==> src/rtl/dualrd_mac_pkg.sv <==
package dualrd_mac_pkg;
  typedef enum logic [2:0] {
    OP_MOVE = 3'd0, OP_ADD = 3'd1, OP_SUB = 3'd2, OP_MPY = 3'd3,
    OP_MAC  = 3'd4, OP_MPYR = 3'd5, OP_MACR = 3'd6, OP_NOP = 3'd7
  } op_e;

  typedef enum logic [2:0] {
    LD_X0 = 3'd0, LD_Y0 = 3'd1, LD_Y1 = 3'd2, LD_R0 = 3'd3,
    LD_R1 = 3'd4, LD_R3 = 3'd5, LD_N = 3'd6, LD_NONE = 3'd7
  } ld_e;
endpackage

==> src/rtl/dualrd_mac_agu.sv <==
module dualrd_mac_agu #(
  parameter int AW = 16
) (
  input  logic [AW-1:0] r0,
  input  logic [AW-1:0] r1,
  input  logic [AW-1:0] r3,
  input  logic [AW-1:0] nreg,
  input  logic          ptr_sel,
  input  logic          step_n,
  input  logic          down,
  output logic [AW-1:0] addr1,
  output logic [AW-1:0] addr2,
  output logic [AW-1:0] ptr_next,
  output logic [AW-1:0] r3_next
);
  localparam logic [AW-1:0] ONE = AW'(1);

  always_comb begin
    addr1    = ptr_sel ? r1 : r0;
    addr2    = r3;
    ptr_next = addr1 + (step_n ? nreg : ONE);
    r3_next  = down ? (r3 - ONE) : (r3 + ONE);
  end
endmodule

==> src/rtl/dualrd_mac_alu.sv <==
module dualrd_mac_alu
  import dualrd_mac_pkg::*;
#(
  parameter int DW    = 16,
  parameter int GUARD = 4,
  localparam int ACW  = 2*DW + GUARD
) (
  input  op_e            op,
  input  logic [1:0]     sel,
  input  logic           dst,
  input  logic [DW-1:0]  x0,
  input  logic [DW-1:0]  y0,
  input  logic [DW-1:0]  y1,
  input  logic [ACW-1:0] acc0,
  input  logic [ACW-1:0] acc1,
  output logic [ACW-1:0] res,
  output logic           we
);
  localparam logic [ACW-1:0] HALF = ACW'(1) << (DW-1);
  localparam logic [ACW-1:0] MASK = ~((ACW'(1) << DW) - ACW'(1));

  logic [DW-1:0]          ma, mb, src;
  logic signed [2*DW-1:0] ea, eb, prod;
  logic [ACW-1:0]         prodx, srcx, base, sum;

  always_comb begin
    unique case (sel)
      2'd0:    begin ma = y1; mb = x0; src = x0; end
      2'd1:    begin ma = y1; mb = y0; src = y1; end
      2'd2:    begin ma = y0; mb = x0; src = y0; end
      default: begin ma = '0; mb = '0; src = '0; end
    endcase
  end

  always_comb begin
    ea    = {{DW{ma[DW-1]}}, ma};
    eb    = {{DW{mb[DW-1]}}, mb};
    prod  = ea * eb;
    prodx = {{GUARD{prod[2*DW-1]}}, prod} << 1;
    srcx  = {{GUARD{src[DW-1]}}, src, {DW{1'b0}}};
    base  = dst ? acc1 : acc0;
    unique case (op)
      OP_MPY, OP_MPYR: sum = prodx;
      OP_MAC, OP_MACR: sum = base + prodx;
      OP_ADD:          sum = base + srcx;
      OP_SUB:          sum = base - srcx;
      default:         sum = base;
    endcase
    res = (op == OP_MPYR || op == OP_MACR) ? ((sum + HALF) & MASK) : sum;
    we  = (op != OP_MOVE) && (op != OP_NOP);
  end
endmodule

==> src/rtl/dualrd_mac_unit.sv <==
module dualrd_mac_unit
  import dualrd_mac_pkg::*;
#(
  parameter int DW    = 16,
  parameter int AW    = 16,
  parameter int GUARD = 4,
  localparam int ACW  = 2*DW + GUARD
) (
  input  logic           clk,
  input  logic           rst_n,
  input  logic           in_valid,
  output logic           in_ready,
  input  logic [2:0]     op,
  input  logic [1:0]     sel,
  input  logic           dst,
  input  logic           rd1_ptr,
  input  logic           rd1_dst,
  input  logic           rd1_step_n,
  input  logic           rd2_down,
  input  logic           mem_ready,
  output logic           rd_req,
  output logic [AW-1:0]  rd1_addr,
  input  logic [DW-1:0]  rd1_data,
  output logic [AW-1:0]  rd2_addr,
  input  logic [DW-1:0]  rd2_data,
  input  logic           ld_en,
  input  logic [2:0]     ld_sel,
  input  logic [DW-1:0]  ld_data,
  output logic [ACW-1:0] acc0,
  output logic [ACW-1:0] acc1,
  output logic [DW-1:0]  x0,
  output logic [DW-1:0]  y0,
  output logic [DW-1:0]  y1,
  output logic [AW-1:0]  r0,
  output logic [AW-1:0]  r1,
  output logic [AW-1:0]  r3
);
  logic           fire;
  logic [AW-1:0]  nreg, ptr_next, r3_next, ld_addr;
  logic [ACW-1:0] alu_res;
  logic           alu_we;
  logic [ACW-1:0] acc_q [2];

  assign fire     = in_valid && mem_ready;
  assign in_ready = mem_ready;
  assign rd_req   = in_valid;
  assign ld_addr  = ld_data[AW-1:0];

  function automatic logic ld_hit(input logic en, input logic [2:0] s, input ld_e which);
    return en && (ld_e'(s) == which);
  endfunction

  dualrd_mac_agu #(.AW(AW)) u_agu (
    .r0(r0), .r1(r1), .r3(r3), .nreg(nreg),
    .ptr_sel(rd1_ptr), .step_n(rd1_step_n), .down(rd2_down),
    .addr1(rd1_addr), .addr2(rd2_addr),
    .ptr_next(ptr_next), .r3_next(r3_next)
  );

  dualrd_mac_alu #(.DW(DW), .GUARD(GUARD)) u_alu (
    .op(op_e'(op)), .sel(sel), .dst(dst),
    .x0(x0), .y0(y0), .y1(y1),
    .acc0(acc_q[0]), .acc1(acc_q[1]),
    .res(alu_res), .we(alu_we)
  );

  // Input registers: load port first, then the cycle's memory words
  always_ff @(posedge clk) begin
    if (!rst_n) begin
      x0 <= '0; y0 <= '0; y1 <= '0;
    end else begin
      if (ld_hit(ld_en, ld_sel, LD_X0))      x0 <= ld_data;
      else if (fire)                         x0 <= rd2_data;
      if (ld_hit(ld_en, ld_sel, LD_Y0))      y0 <= ld_data;
      else if (fire && !rd1_dst)             y0 <= rd1_data;
      if (ld_hit(ld_en, ld_sel, LD_Y1))      y1 <= ld_data;
      else if (fire && rd1_dst)              y1 <= rd1_data;
    end
  end

  // Pointers and offset
  always_ff @(posedge clk) begin
    if (!rst_n) begin
      r0 <= '0; r1 <= '0; r3 <= '0; nreg <= '0;
    end else begin
      if (ld_hit(ld_en, ld_sel, LD_R0))      r0 <= ld_addr;
      else if (fire && !rd1_ptr)             r0 <= ptr_next;
      if (ld_hit(ld_en, ld_sel, LD_R1))      r1 <= ld_addr;
      else if (fire && rd1_ptr)              r1 <= ptr_next;
      if (ld_hit(ld_en, ld_sel, LD_R3))      r3 <= ld_addr;
      else if (fire)                         r3 <= r3_next;
      if (ld_hit(ld_en, ld_sel, LD_N))       nreg <= ld_addr;
    end
  end

  // Accumulators
  for (genvar g = 0; g < 2; g++) begin : g_acc
    always_ff @(posedge clk) begin
      if (!rst_n)                                   acc_q[g] <= '0;
      else if (fire && alu_we && (dst == 1'(g)))    acc_q[g] <= alu_res;
    end
  end

  assign acc0 = acc_q[0];
  assign acc1 = acc_q[1];
endmodule

==> config.mk <==
export PLATFORM = sky130hd
export DESIGN_NAME = dualrd_mac_unit
export DESIGN_NICKNAME = d
export VERILOG_FILES = /design/src/rtl/dualrd_mac_pkg.sv /design/src/rtl/dualrd_mac_agu.sv /design/src/rtl/dualrd_mac_alu.sv /design/src/rtl/dualrd_mac_unit.sv
export SDC_FILE = /design/constraint.sdc
export NUM_CORES = 1
export LEC_CHECK = 0
export BUFFER_PORTS_ARGS = -buffer_cell sky130_fd_sc_hd__buf_4
export CORE_AREA = 10 10 281 283
export CTS_BUF_LIST = sky130_fd_sc_hd__clkbuf_16
export DETAILED_ROUTE_END_ITERATION = 8
export DIE_AREA = 0 0 291 293
export GPL_TIMING_DRIVEN = 0
export HOLD_SLACK_MARGIN = 0.08
export PLACE_DENSITY = 0.62
export SETUP_SLACK_MARGIN = 0.05
export SLEW_MARGIN = 15
export SYNTH_ARGS = -nofsm -noshare
export SYNTH_HDL_FRONTEND = slang
export SYNTH_SLANG_ARGS = --single-unit
export TNS_END_PERCENT = 20
==> constraint.sdc <==
create_clock -name clk -period 11.8 [get_ports clk]
set_input_delay 1.18 -clock clk [delete_from_list [all_inputs] [get_ports clk]]
set_output_delay 1.18 -clock clk [all_outputs]
set_load 0.01 [all_outputs]
==> impl_metrics.json <==
{
  "syn_nets": 3563,
  "place_inst": 4300,
  "hold_class": "reg2reg",
  "period_needed_ns": 11.29,
  "fin_skew_ns": 0.0316,
  "clkSinkCount": 184,
  "grt_pass1_wl_mm": 144,
  "clock_latency_ns": 0.51,
  "grt_setup_unrepaired": "false",
  "antenna_found_initial": 4,
  "dpl.hpwl_mm": 77.2,
  "outcome": "finished, final reports clean",
  "ys_seq_elements": 184,
  "nets": 3851,
  "core-area_sq_um": 73600,
  "cts_tree": "yes",
  "grt_use_total": 0.216,
  "irDropWorstVdd_mv": 0.111,
  "start_kind": "primary input",
  "cts_buffers": 17,
  "clk_pin_slew_ns": 0.08,
  "std_cell_rows": 100,
  "clockBufferDepth": 2,
  "critPathMaxFanout": 10,
  "vias": 23932,
  "cts_root_buf": "clkbuf_16",
  "gp_congestion": 0.961,
  "critPathCaptureType": "flop",
  "fmax_ghz": 0.0885,
  "avgSynthCellArea_sq_um": 8.31,
  "finalNonFillerCells": 4338,
  "die_height_microns": 293,
  "hold_viol_final": 0,
  "viasPerCell": 5.52,
  "layout_common_cells": "nand2_1 (381), inv_1 (376), buf_4 (291)",
  "crit_buf_inv": 10,
  "p_leak_nw": 14.0,
  "yosysWarnings": 0,
  "critPathMaxStageDelay_ns": 0.60,
  "die-area_sq_um": 85300,
  "wl_mm": 94.2,
  "syn_inst": 3065,
  "port_buffers": 264,
  "crit_top_cell": "fa_1",
  "grt_max_degree": 29,
  "synth-seq-area-share": 0.173,
  "required_ns": 12.12,
  "finalSetupViolCount": 0,
  "cp_slowest_cell": "or4_1",
  "overflow": 0,
  "cp.arrival_ns": 11.62,
  "wl_per_cell_microns": 21.7,
  "critical_path.top_delay_family": "adder cells",
  "yosysUniqueCellTypes": 87,
  "drv_cap": 0,
  "grt_pass1_vias": 24024,
  "die_w_microns": 291,
  "ios": 268,
  "final_core_util": 0.406,
  "synth-edff-count": 72,
  "drtIter0Drc": 1887,
  "h-tree-depth": 4,
  "start_util": 0.346,
  "post-route-period-util": 0.957,
  "crit_type": "in2reg",
  "firstDrtPassIters": 5,
  "drv_slew": 0,
  "area_growth_pct": 17.2,
  "yosys_most_used_dff": "dfxtp_1",
  "powerDensity_nw_per_um2": 83.3,
  "drc_errors": 0,
  "synthArstFlopShare": 0,
  "slew_headroom": 0.206,
  "synth_area_sq_um": 25500,
  "antenna_left": 0,
  "worstMarginPinSlew_ns": 1.18,
  "final_common_cell": "nand2_1",
  "final_layout_size_suffix_gt1_frac": 0.144
}
==> metrics by stage <==
step	setup TNS, ns	cell area, sq um	hold WS (ns)	power, mW	setup WS [ns]
2_1_floorplan	0	25500	0.438	1.48	0.256
3_3_place_gp	-49.76	28700	0.448	1.85	-2.33
3_5_place_dp	-51.06	28700	0.455	1.85	-2.38
4_1_cts	0	29600	0.466	2.47	0.0922
5_1_grt	0	29800	0.479	2.63	0.0494
6_report	0	29800	0.461	2.49	0.507
==> Yosys cell counts (all sizes together), types with 7 or more instances <==
| cell | n | area share |
|---|---|---|
| or2 | 14 | 0.0034 |
| a211oi | 22 | 0.0065 |
| inv | 378 | 0.056 |
| xor2 | 36 | 0.012 |
| mux2i | 67 | 0.026 |
| fa | 266 | 0.21 |
| xnor2 | 88 | 0.030 |
| a41o | 7 | 0.0028 |
| clkbuf | 143 | 0.021 |
| nor2 | 272 | 0.040 |
| o22ai | 23 | 0.0059 |
| and4 | 7 | 0.0025 |
| mux2 | 41 | 0.018 |
| o2bb2ai | 13 | 0.0045 |
| nor2b | 40 | 0.0098 |
| edfxtp | 72 | 0.085 |
| a22oi | 18 | 0.0053 |
| o211a | 78 | 0.031 |
| nand4 | 19 | 0.0049 |
| o21ai | 113 | 0.022 |
| nand3 | 94 | 0.018 |
| nor4 | 8 | 0.0020 |
| a21oi | 120 | 0.024 |
| a21boi | 17 | 0.0050 |
| a211o | 11 | 0.0038 |
| and2 | 30 | 0.0074 |
| buf | 32 | 0.0078 |
| o21a | 48 | 0.014 |
| nand2 | 382 | 0.056 |
| nor3b | 9 | 0.0029 |
| ha | 166 | 0.082 |
| o21bai | 10 | 0.0029 |
| or3 | 15 | 0.0037 |
| o221ai | 13 | 0.0045 |
| a2bb2oi | 11 | 0.0038 |
| nor3 | 39 | 0.0079 |
| and3 | 13 | 0.0032 |
| o31ai | 9 | 0.0027 |
| a31oi | 21 | 0.0052 |
| nand2b | 33 | 0.0081 |
| o211ai | 41 | 0.012 |
| a21o | 34 | 0.010 |
| dfxtp | 112 | 0.088 |
| a2111oi | 9 | 0.0031 |
==> worst register-to-register path, delay by kind of cell, from the launching register on <==
kind	cells	cell delay, ns
adders and majority gates	8	3.42
DFF	1	0.47
and+or+nand+nor	10	3.33
buffers and inverters	6	0.68
AOI/OAI and AO/OA	9	2.35
==> sequential cells by signal (all words and copies together), names as in the netlist <==
signal,count
acc_q,72
nreg,16
r0,16
r3,16
y0,16
x0,16
y1,16
r1,16
==> power breakdown <==
group	switching, mW	leakage, nW	internal (mW)	total [mW]
Combinational	0.696	12.1	0.448	1.14
Sequential	0.0431	1.67	0.695	0.738
Clock	0.316	0.291	0.287	0.603
Total	1.05	14.0	1.43	2.49
==> path summary, 6_finish.rpt <==
kind / start / end / slack, ns / depth (start not counted)
max reg2reg: y1[2]$_SDFFE_PN0P_ / acc_q[1][34]$_SDFFCE_PN0P_ / 1.39 / 33
min reg2reg: nreg[13]$_SDFFE_PN0P_ / nreg[13]$_SDFFE_PN0P_ / 0.46 / 2
min: nreg[13]$_SDFFE_PN0P_ / nreg[13]$_SDFFE_PN0P_ / 0.46 / 2
max: sel[0] / acc_q[1][34]$_SDFFCE_PN0P_ / 0.51 / 38
==> cell families (layout without fill, tap and decap cells) <==
kind of cell / Yosys count / after routing / share of synthesized area
muxes: 108 / 108 / 0.0445
AOI/OAI and AO/OA: 669 / 669 / 0.187
xor gates and xnor gates: 124 / 124 / 0.0427
buffers and inverters: 554 / 855 / 0.0847
adders and majority gates: 434 / 434 / 0.292
and+or+nand+nor: 992 / 992 / 0.176
other: 0 / 3 / 0
DFF: 184 / 184 / 0.173
==> layout make-up <==
| cell class | count | area (sq um) |
|---|---|---|
| repair buffers | 274 | 2080 |
| multi-input cells | 2327 | 19300 |
| diodes | 3 | 7.51 |
| inverters | 379 | 1430 |
| clock inverters | 15 | 174 |
| clock buffers | 17 | 425 |
| fillers | 7583 | 43700 |
| well taps | 969 | 1210 |
| flip-flops and latches | 184 | 4400 |
| plain buffers | 170 | 797 |
==> what timing repair did <==
item,in CTS,in global routing
setup buffers,3,5
gates resized for setup,63,79
hold endpoints to repair,0,0
setup endpoints to repair,34,24
hold buffers,0,0
pin swaps,2,4
==> per-layer routing <==
| layer | track usage | share of wire | vias to the layer above |
|---|---|---|---|
| met3 | 0.0376 | 0.064 | 205 |
| li1 | - | - | 11024 |
| met4 | 0.0904 | 0.040 | 0 |
| met1 | 0.264 | 0.41 | 11772 |
| met5 | 0 | 0 | - |
| met2 | 0.371 | 0.49 | 931 |
Power figures use the tool's default switching activity.
